`config.mk`:
```
export PLATFORM = sky130hd
export DESIGN_NAME = dbg_xfer_ctrl
export DESIGN_NICKNAME = d
export VERILOG_FILES = /design/src/rtl/dbg_xfer_pkg.sv /design/src/rtl/dbg_scan_chain.sv /design/src/rtl/dbg_xfer_regs.sv /design/src/rtl/dbg_exec_ctrl.sv /design/src/rtl/dbg_xfer_ctrl.sv
export SDC_FILE = /design/constraint.sdc
export NUM_CORES = 1
export LEC_CHECK = 0
export ABC_AREA = 1
export BUFFER_PORTS_ARGS = -buffer_cell sky130_fd_sc_hd__buf_2
export CAP_MARGIN = 20
export CORE_ASPECT_RATIO = 1.75
export CORE_MARGIN = 2
export CORE_UTILIZATION = 60
export CTS_BUF_LIST = sky130_fd_sc_hd__clkbuf_4
export DETAILED_ROUTE_END_ITERATION = 10
export PLACE_DENSITY = 0.83
export SYNTH_ARGS = -nofsm -noshare
export SYNTH_HDL_FRONTEND = slang
export SYNTH_HIERARCHICAL = 1
export SYNTH_SLANG_ARGS = --single-unit
```
`constraint.sdc`:
```
create_clock -name clk -period 3 [get_ports clk]
set_input_delay 0.15 -clock clk [delete_from_list [all_inputs] [get_ports clk]]
set_output_delay 0.15 -clock clk [all_outputs]
set_load 0.05 [all_outputs]
```
`src/rtl/dbg_xfer_pkg.sv`:
```
package dbg_xfer_pkg;

    typedef enum logic {
        CHAIN_INSTR = 1'b0,
        CHAIN_DATA  = 1'b1
    } chain_e;

    typedef struct packed {
        logic precise;
        logic imprecise;
    } abort_t;

    // Capture is allowed only under a boundary-test instruction
    function automatic logic capture_permitted(input logic extest, input logic intest);
        return extest | intest;
    endfunction

    // Register loads at update need EXTEST and a set Ready snapshot
    function automatic logic update_permitted(input logic extest, input logic rdy);
        return extest & rdy;
    endfunction

endpackage

```
`src/rtl/dbg_scan_chain.sv`:
```
module dbg_scan_chain #(
    parameter int PAYLOAD_W = 32,
    localparam int CHAIN_W  = PAYLOAD_W + 1
) (
    input  logic                 clk,
    input  logic                 rst,
    input  logic                 sel_me,
    input  logic                 capture,
    input  logic                 cap_ok,
    input  logic                 shift,
    input  logic                 tdi,
    input  logic                 flag_in,
    input  logic [PAYLOAD_W-1:0] payload_in,
    output logic [CHAIN_W-1:0]   chain_q
);

    always_ff @(posedge clk) begin
        if (rst) begin
            chain_q <= '0;
        end else if (sel_me && capture) begin
            chain_q[0] <= flag_in;
            if (cap_ok) begin
                chain_q[CHAIN_W-1:1] <= payload_in;
            end
        end else if (sel_me && shift) begin
            chain_q <= {tdi, chain_q[CHAIN_W-1:1]};
        end
    end

    // serial input lands at the far end of the chain
    a_r3_shift_in: assert property (@(posedge clk) disable iff (rst)
        (sel_me && shift && !capture) |=> chain_q[CHAIN_W-1] == $past(tdi));

    // a chain that is not selected keeps its bits
    a_r3_unselected_holds: assert property (@(posedge clk) disable iff (rst)
        !sel_me |=> $stable(chain_q));

endmodule

```
`src/rtl/dbg_xfer_regs.sv`:
```
module dbg_xfer_regs
    import dbg_xfer_pkg::*;
#(
    parameter int PAYLOAD_W = 32
) (
    input  logic                 clk,
    input  logic                 rst,
    input  logic                 capture,
    input  logic                 update,
    input  logic                 extest,
    input  chain_e               sel,
    input  logic                 complete,
    input  logic [PAYLOAD_W-1:0] instr_payload,
    input  logic [PAYLOAD_W-1:0] data_payload,
    input  logic                 wr_valid,
    input  logic [PAYLOAD_W-1:0] wr_data,
    output logic                 ready,
    output logic [PAYLOAD_W-1:0] held_instr,
    output logic [PAYLOAD_W-1:0] to_core,
    output logic [PAYLOAD_W-1:0] to_dbg
);

    logic load_ok;
    assign load_ok = update && update_permitted(extest, ready);

    always_ff @(posedge clk) begin
        if (rst) begin
            ready      <= 1'b0;
            held_instr <= '0;
            to_core    <= '0;
            to_dbg     <= '0;
        end else begin
            if (capture) begin
                ready <= complete;
            end
            if (load_ok) begin
                if (sel == CHAIN_INSTR) begin
                    held_instr <= instr_payload;
                end else begin
                    to_core <= data_payload;
                end
            end
            if (wr_valid) begin
                to_dbg <= wr_data;
            end
        end
    end

    // a clear snapshot blocks every update load
    a_r5_hold_when_not_ready: assert property (@(posedge clk) disable iff (rst)
        (update && !ready) |=> ($stable(held_instr) && $stable(to_core)));

    // the snapshot equals the flag value seen at capture
    a_r2_ready_snapshot: assert property (@(posedge clk) disable iff (rst)
        capture |=> ready == $past(complete));

endmodule

```
`src/rtl/dbg_exec_ctrl.sv`:
```
module dbg_exec_ctrl
    import dbg_xfer_pkg::*;
(
    input  logic   clk,
    input  logic   rst,
    input  logic   idle,
    input  logic   ready,
    input  logic   exec_en,
    input  logic   done,
    input  abort_t abort_in,
    input  logic   abort_clr,
    output logic   complete,
    output logic   issue,
    output abort_t sticky
);

    logic fire;
    assign fire = idle && ready && exec_en && !sticky.precise;

    always_ff @(posedge clk) begin
        if (rst) begin
            complete <= 1'b1;
            issue    <= 1'b0;
            sticky   <= '0;
        end else begin
            issue <= fire;

            if (abort_in.precise) begin
                sticky.precise <= 1'b1;
            end else if (abort_clr) begin
                sticky.precise <= 1'b0;
            end

            if (abort_in.imprecise) begin
                sticky.imprecise <= 1'b1;
            end else if (abort_clr) begin
                sticky.imprecise <= 1'b0;
            end

            if (abort_in.precise || sticky.precise) begin
                complete <= 1'b1;
            end else if (fire) begin
                complete <= 1'b0;
            end else if (done) begin
                complete <= 1'b1;
            end
        end
    end

    // precise abort pins the completion flag high
    a_r8_complete_pinned: assert property (@(posedge clk) disable iff (rst)
        sticky.precise |-> complete);

    // no issue follows a cycle with the precise flag set
    a_r8_no_issue: assert property (@(posedge clk) disable iff (rst)
        sticky.precise |=> !issue);

    // a permitted idle issues and drops the completion flag
    a_r6_issue_clears_complete: assert property (@(posedge clk) disable iff (rst)
        (idle && ready && exec_en && !sticky.precise && !abort_in.precise)
            |=> (issue && !complete));

    // sticky flags hold without a clear
    a_r10_precise_sticky: assert property (@(posedge clk) disable iff (rst)
        (sticky.precise && !abort_clr) |=> sticky.precise);

    a_r10_imprecise_sticky: assert property (@(posedge clk) disable iff (rst)
        (sticky.imprecise && !abort_clr) |=> sticky.imprecise);

endmodule

```
`src/rtl/dbg_xfer_ctrl.sv`:
```
module dbg_xfer_ctrl
    import dbg_xfer_pkg::*;
#(
    parameter int PAYLOAD_W = 32
) (
    input  logic                 clk,
    input  logic                 rst,
    input  logic                 tap_capture,
    input  logic                 tap_shift,
    input  logic                 tap_update,
    input  logic                 tap_idle,
    input  logic                 ir_extest,
    input  logic                 ir_intest,
    input  logic                 chain_sel,
    input  logic                 tdi,
    output logic                 tdo,
    input  logic                 exec_en,
    input  logic                 abort_clr,
    output logic                 core_issue,
    output logic [PAYLOAD_W-1:0] core_instr,
    output logic [PAYLOAD_W-1:0] core_rd_data,
    input  logic                 core_wr_valid,
    input  logic [PAYLOAD_W-1:0] core_wr_data,
    input  logic                 core_done,
    input  logic                 core_abort_precise,
    input  logic                 core_abort_imprecise,
    output logic                 instr_complete,
    output logic                 ready,
    output logic                 sticky_precise,
    output logic                 sticky_imprecise
);

    localparam int CHAIN_W = PAYLOAD_W + 1;
    localparam int NCHAIN  = 2;

    chain_e                             sel;
    logic                               cap_ok;
    logic [NCHAIN-1:0]                  sel_me;
    logic [NCHAIN-1:0][PAYLOAD_W-1:0]   cap_pay;
    logic [NCHAIN-1:0][CHAIN_W-1:0]     chain_q;
    logic [PAYLOAD_W-1:0]               held_instr;
    logic [PAYLOAD_W-1:0]               to_dbg;
    abort_t                             abort_in;
    abort_t                             sticky;

    assign sel      = chain_e'(chain_sel);
    assign cap_ok   = capture_permitted(ir_extest, ir_intest);
    assign cap_pay[CHAIN_INSTR] = held_instr;
    assign cap_pay[CHAIN_DATA]  = to_dbg;
    assign abort_in = '{precise: core_abort_precise, imprecise: core_abort_imprecise};

    for (genvar c = 0; c < NCHAIN; c++) begin : g_chain
        assign sel_me[c] = (chain_sel == 1'(c));

        dbg_scan_chain #(.PAYLOAD_W(PAYLOAD_W)) u_chain (
            .clk        (clk),
            .rst        (rst),
            .sel_me     (sel_me[c]),
            .capture    (tap_capture),
            .cap_ok     (cap_ok),
            .shift      (tap_shift),
            .tdi        (tdi),
            .flag_in    (instr_complete),
            .payload_in (cap_pay[c]),
            .chain_q    (chain_q[c])
        );
    end

    assign tdo = chain_q[chain_sel][0];

    dbg_xfer_regs #(.PAYLOAD_W(PAYLOAD_W)) u_regs (
        .clk           (clk),
        .rst           (rst),
        .capture       (tap_capture),
        .update        (tap_update),
        .extest        (ir_extest),
        .sel           (sel),
        .complete      (instr_complete),
        .instr_payload (chain_q[CHAIN_INSTR][CHAIN_W-1:1]),
        .data_payload  (chain_q[CHAIN_DATA][CHAIN_W-1:1]),
        .wr_valid      (core_wr_valid),
        .wr_data       (core_wr_data),
        .ready         (ready),
        .held_instr    (held_instr),
        .to_core       (core_rd_data),
        .to_dbg        (to_dbg)
    );

    dbg_exec_ctrl u_exec (
        .clk       (clk),
        .rst       (rst),
        .idle      (tap_idle),
        .ready     (ready),
        .exec_en   (exec_en),
        .done      (core_done),
        .abort_in  (abort_in),
        .abort_clr (abort_clr),
        .complete  (instr_complete),
        .issue     (core_issue),
        .sticky    (sticky)
    );

    assign core_instr       = held_instr;
    assign sticky_precise   = sticky.precise;
    assign sticky_imprecise = sticky.imprecise;

    // a capture that meets core_done sees the old flag
    a_r12_capture_vs_done: assert property (@(posedge clk) disable iff (rst)
        (tap_capture && core_done && !instr_complete) |=> (!ready && instr_complete));

    // issue pulses last exactly one cycle without a new idle
    a_r6_single_pulse: assert property (@(posedge clk) disable iff (rst)
        (core_issue && !tap_idle) |=> !core_issue);

endmodule

```
==> key figures <==
Status
  – Outcome: finished, final reports clean

Synth
  – Number of flops mapped to enable cells by yosys: 0
  – Synth Flop Type: dfxtp_1
  – Synth top area share: 0.420
  – Mean Syn Cell Area: 6.40 um2
  – Flops & latches, synth: about 170
  – Ys Warns: 6
  – Ranking of synthesized cells by area: dfxtp_1, nor2_1, nand2_1, nand3_1, inv_1
  – Sequential area share after synthesis: 0.420
  – Cell Area, Synth: a little under 0.008 mm2
  – Netlist cell types: 22
  – Post-Syn Nets: 1,292
  – Gate count of the mapped netlist: around 1,200
  – Post-synth ARST share: 0
  – Post-synth top area cell: dfxtp_1

CTS
  – CTS Buf Count: 17
  – Clk slew on worst S/H paths: 0.11 ns
  – CTS tree: built
  – Worst-Skew Late Latency: around 0.55 ns
  – Clock H-tree levels: 4
  – Post-CTS setup buffers: 0
  – Root Driver: clkbuf_4
  – CTS Sinks: approximately 170
  – Clk buf depth: 2

Critical path
  – Most numerous cell on the critical path: nor2_1
  – CP Launch Type: input pin
  – Max incr delay on CP: 0.62 ns
  – Critical path, cell by cell: buf_2 > inv_1 > nand2_2 > nand2_1 > nand2_4 > nor2_1 > nor2_1
  – Biggest fanout along the worst timing path: 34
  – Reg-to-Reg End: u_exec/complete
  – Required time of the critical path: roughly 3.5 ns
  – CP Capture Type: flop
  – Kind of critical path: input pin to flop
  – Critical-path top delay cell: nand2_2
  – Internal reg-to-reg setup slack: around 1.1 ns
  – Worst reg2reg startpoint: u_exec/sticky[1]
  – Worst R2R Path Depth: 4
  – Critical Path AT: approximately 2.4 ns

STA
  – Worst-case clock skew: about 0.023 ns
  – Worst slew pin tran: ~1.1 ns
  – Count of pins over their slew limit: 0
  – Final setup fails: 0
  – Final Worst Setup Slack: approximately 1.1 ns
  – Final worst path period need: 1.89 ns
  – Fin. Hold Viols: 0
  – Fmax achieved: roughly 530 MHz
  – Post-route setup TNS: 0 ns
  – Unrepaired setup endpoints after global routing: no
  – Final cycle utilization of the critical path: 0.631
  – Relative slew slack: 0.258

Hold path
  – Worst min path class: input pin to flop
  – Hold Path End: g_chain[0].u_chain/chain_q[0]
  – WHS Path Cells: 6
  – Hold path startpoint: tap_shift

Final layout
  – Register area: about 0.0033 mm2
  – Filler cells: 1,215
  – Nets: 1,395
  – Area of the multi-input gates: around 0.0036 mm2
  – Area grow syn2layout: 13.2%
  – Share of layout cells above drive strength 1: 0.124

Drt
  – 1st-pass router iterations: 5
  – Final antenna-violating net count: 0
  – Via count: about 7,900
  – Drt wl/cell: 14.0 um
  – DR iter-0 viols: 457
  – Post-route DRC: 0
  – DRT Wirelength: approximately 21 mm
  – Vias/cell: about 5.2

Global routing
  – First-pass GRT wire length: around 35 mm
  – Initial antenna violation count: 1
  – Vias in the first global route: 7,460
  – Largest net degree at the start of global routing: 66
  – Grt ovf: 0
  – Gr usage total: 0.303

Floorplanning
  – Starting Density: 0.615
  – Die Span X: between 90 and 100 um
  – # IOs: 118
  – Core box area: about 0.013 mm2
  – Cell row count: between 50 and 60
  – Total Die Area: 0.0142 mm2
  – Die height: approximately 160 um

Placed design
  – Post-detail-place hpwl: around 13 mm
  – Pre-CTS WS: around 0.62 ns
  – Gpl congestion: between 0.8 and 0.9
  – Port buffer count: between 100 and 150

Job
  – Max Cap Viol: 0

Power
  – Lkg Pwr: roughly 4.6 nW
  – Total power: roughly 4.5 mW
  – Cell Pwr Density: 497 mW/mm2
  – Worst vdd ir: 0.350 mV
power by group:
group	switching, mW	total [mW]	internal, mW
combinational	0.521	0.780	0.259
sequential	0.0905	2.43	2.34
clock	0.743	1.26	0.520
flip-flops by register name, indices dropped and copies added, names as in the netlist:
| signal | count |
|---|---|
| u_regs/ready | 1 |
| u_regs/to_dbg | 32 |
| u_regs/held_instr | 32 |
| u_exec/issue | 1 |
| u_exec/complete | 1 |
| g_chain.u_chain/chain_q | 66 |
| u_exec/sticky | 2 |
| u_regs/to_core | 32 |
critical path: cells and delay by family:
family / cells / cell delay (ns)
AND/OR/NAND/NOR: 5 / 1.35
buffers and inverters: 2 / 0.85
per-layer routing:
layer / vias up / track usage / share of wire
met2: 279 / 0.568 / 0.53
met5: - / 0 / 0
li1: 3983 / - / -
met3: 81 / 0.0438 / 0.043
met4: 0 / 0.199 / 0.062
met1: 3594 / 0.308 / 0.36
what timing repair did:
item                      in CTS  in global routing
hold endpoints to repair      38                  0
gates resized for setup        0                  0
hold buffers                  43                  0
per-stage QoR:
stage	utilization	instances	hold WS [ns]	area, um2
final	0.697	1531	0.128	9010
after floorplan	-	1244	0.222	7960
after detailed placement	0.643	1456	0.366	8320
after global routing	0.696	1530	0.119	9010
after CTS	0.696	1529	0.0816	9010
after global placement	0.643	1456	0.360	8320
cell families (layout without fill, tap and decap cells):
group / Yosys count / after routing / share of synthesized area
compound gates: 36 / 36 / 0.0226
buf+inv: 228 / 342 / 0.131
flops: 167 / 167 / 0.420
other cells: 0 / 2 / 0
simple gates: 813 / 813 / 0.426
layout make-up:
type                            instances  share of cell area
Sequential cell                       167               0.371
Clock inverter                          9              0.0115
Inverter                              147              0.0612
Multi-Input combinational cell        849               0.396
Clock buffer                           21              0.0175
Antenna cell                            2            0.000555
Timing Repair Buffer                  165               0.118
Tap cell                              171              0.0237
cells in the mapped netlist, types with 3 or more instances:
library cell and count:
dfxtp_1 167, o21ai_0 33, nor2_1 326, nand3_1 198
nand2_2 3, clkbuf_1 13, nand2_1 273, a21oi_1 3
buf_2 40, buf_6 14, inv_2 4, buf_4 9
buf_1 5, inv_1 142, nand3_2 5
cell usage in the layout, fill, tap and decap left out, types with 3 or more instances in the layout:
cell,instances
o21ai_0,33
nor2_1,326
dfxtp_1,167
nand2_1,273
buf_2,117
inv_1,142
clkbuf_4,21
a21oi_1,3
nand3_1,198
dlygate4sd3_1,43
nand2_2,3
nand3_2,5
buf_4,4
inv_2,5
clkinv_2,3
how the worst max path moves through the flow:
stage	startpoint	to
3_3_place_gp	chain_sel	g_chain[0].u_chain/chain_q[31]
2_1_floorplan	u_regs/ready	u_regs/to_core[1]
6_report	chain_sel	g_chain[0].u_chain/chain_q[21]
3_5_place_dp	chain_sel	g_chain[0].u_chain/chain_q[20]
5_1_grt	chain_sel	g_chain[0].u_chain/chain_q[30]
4_1_cts	chain_sel	g_chain[0].u_chain/chain_q[1]
Note: power is estimated with default switching activity, not from simulation.
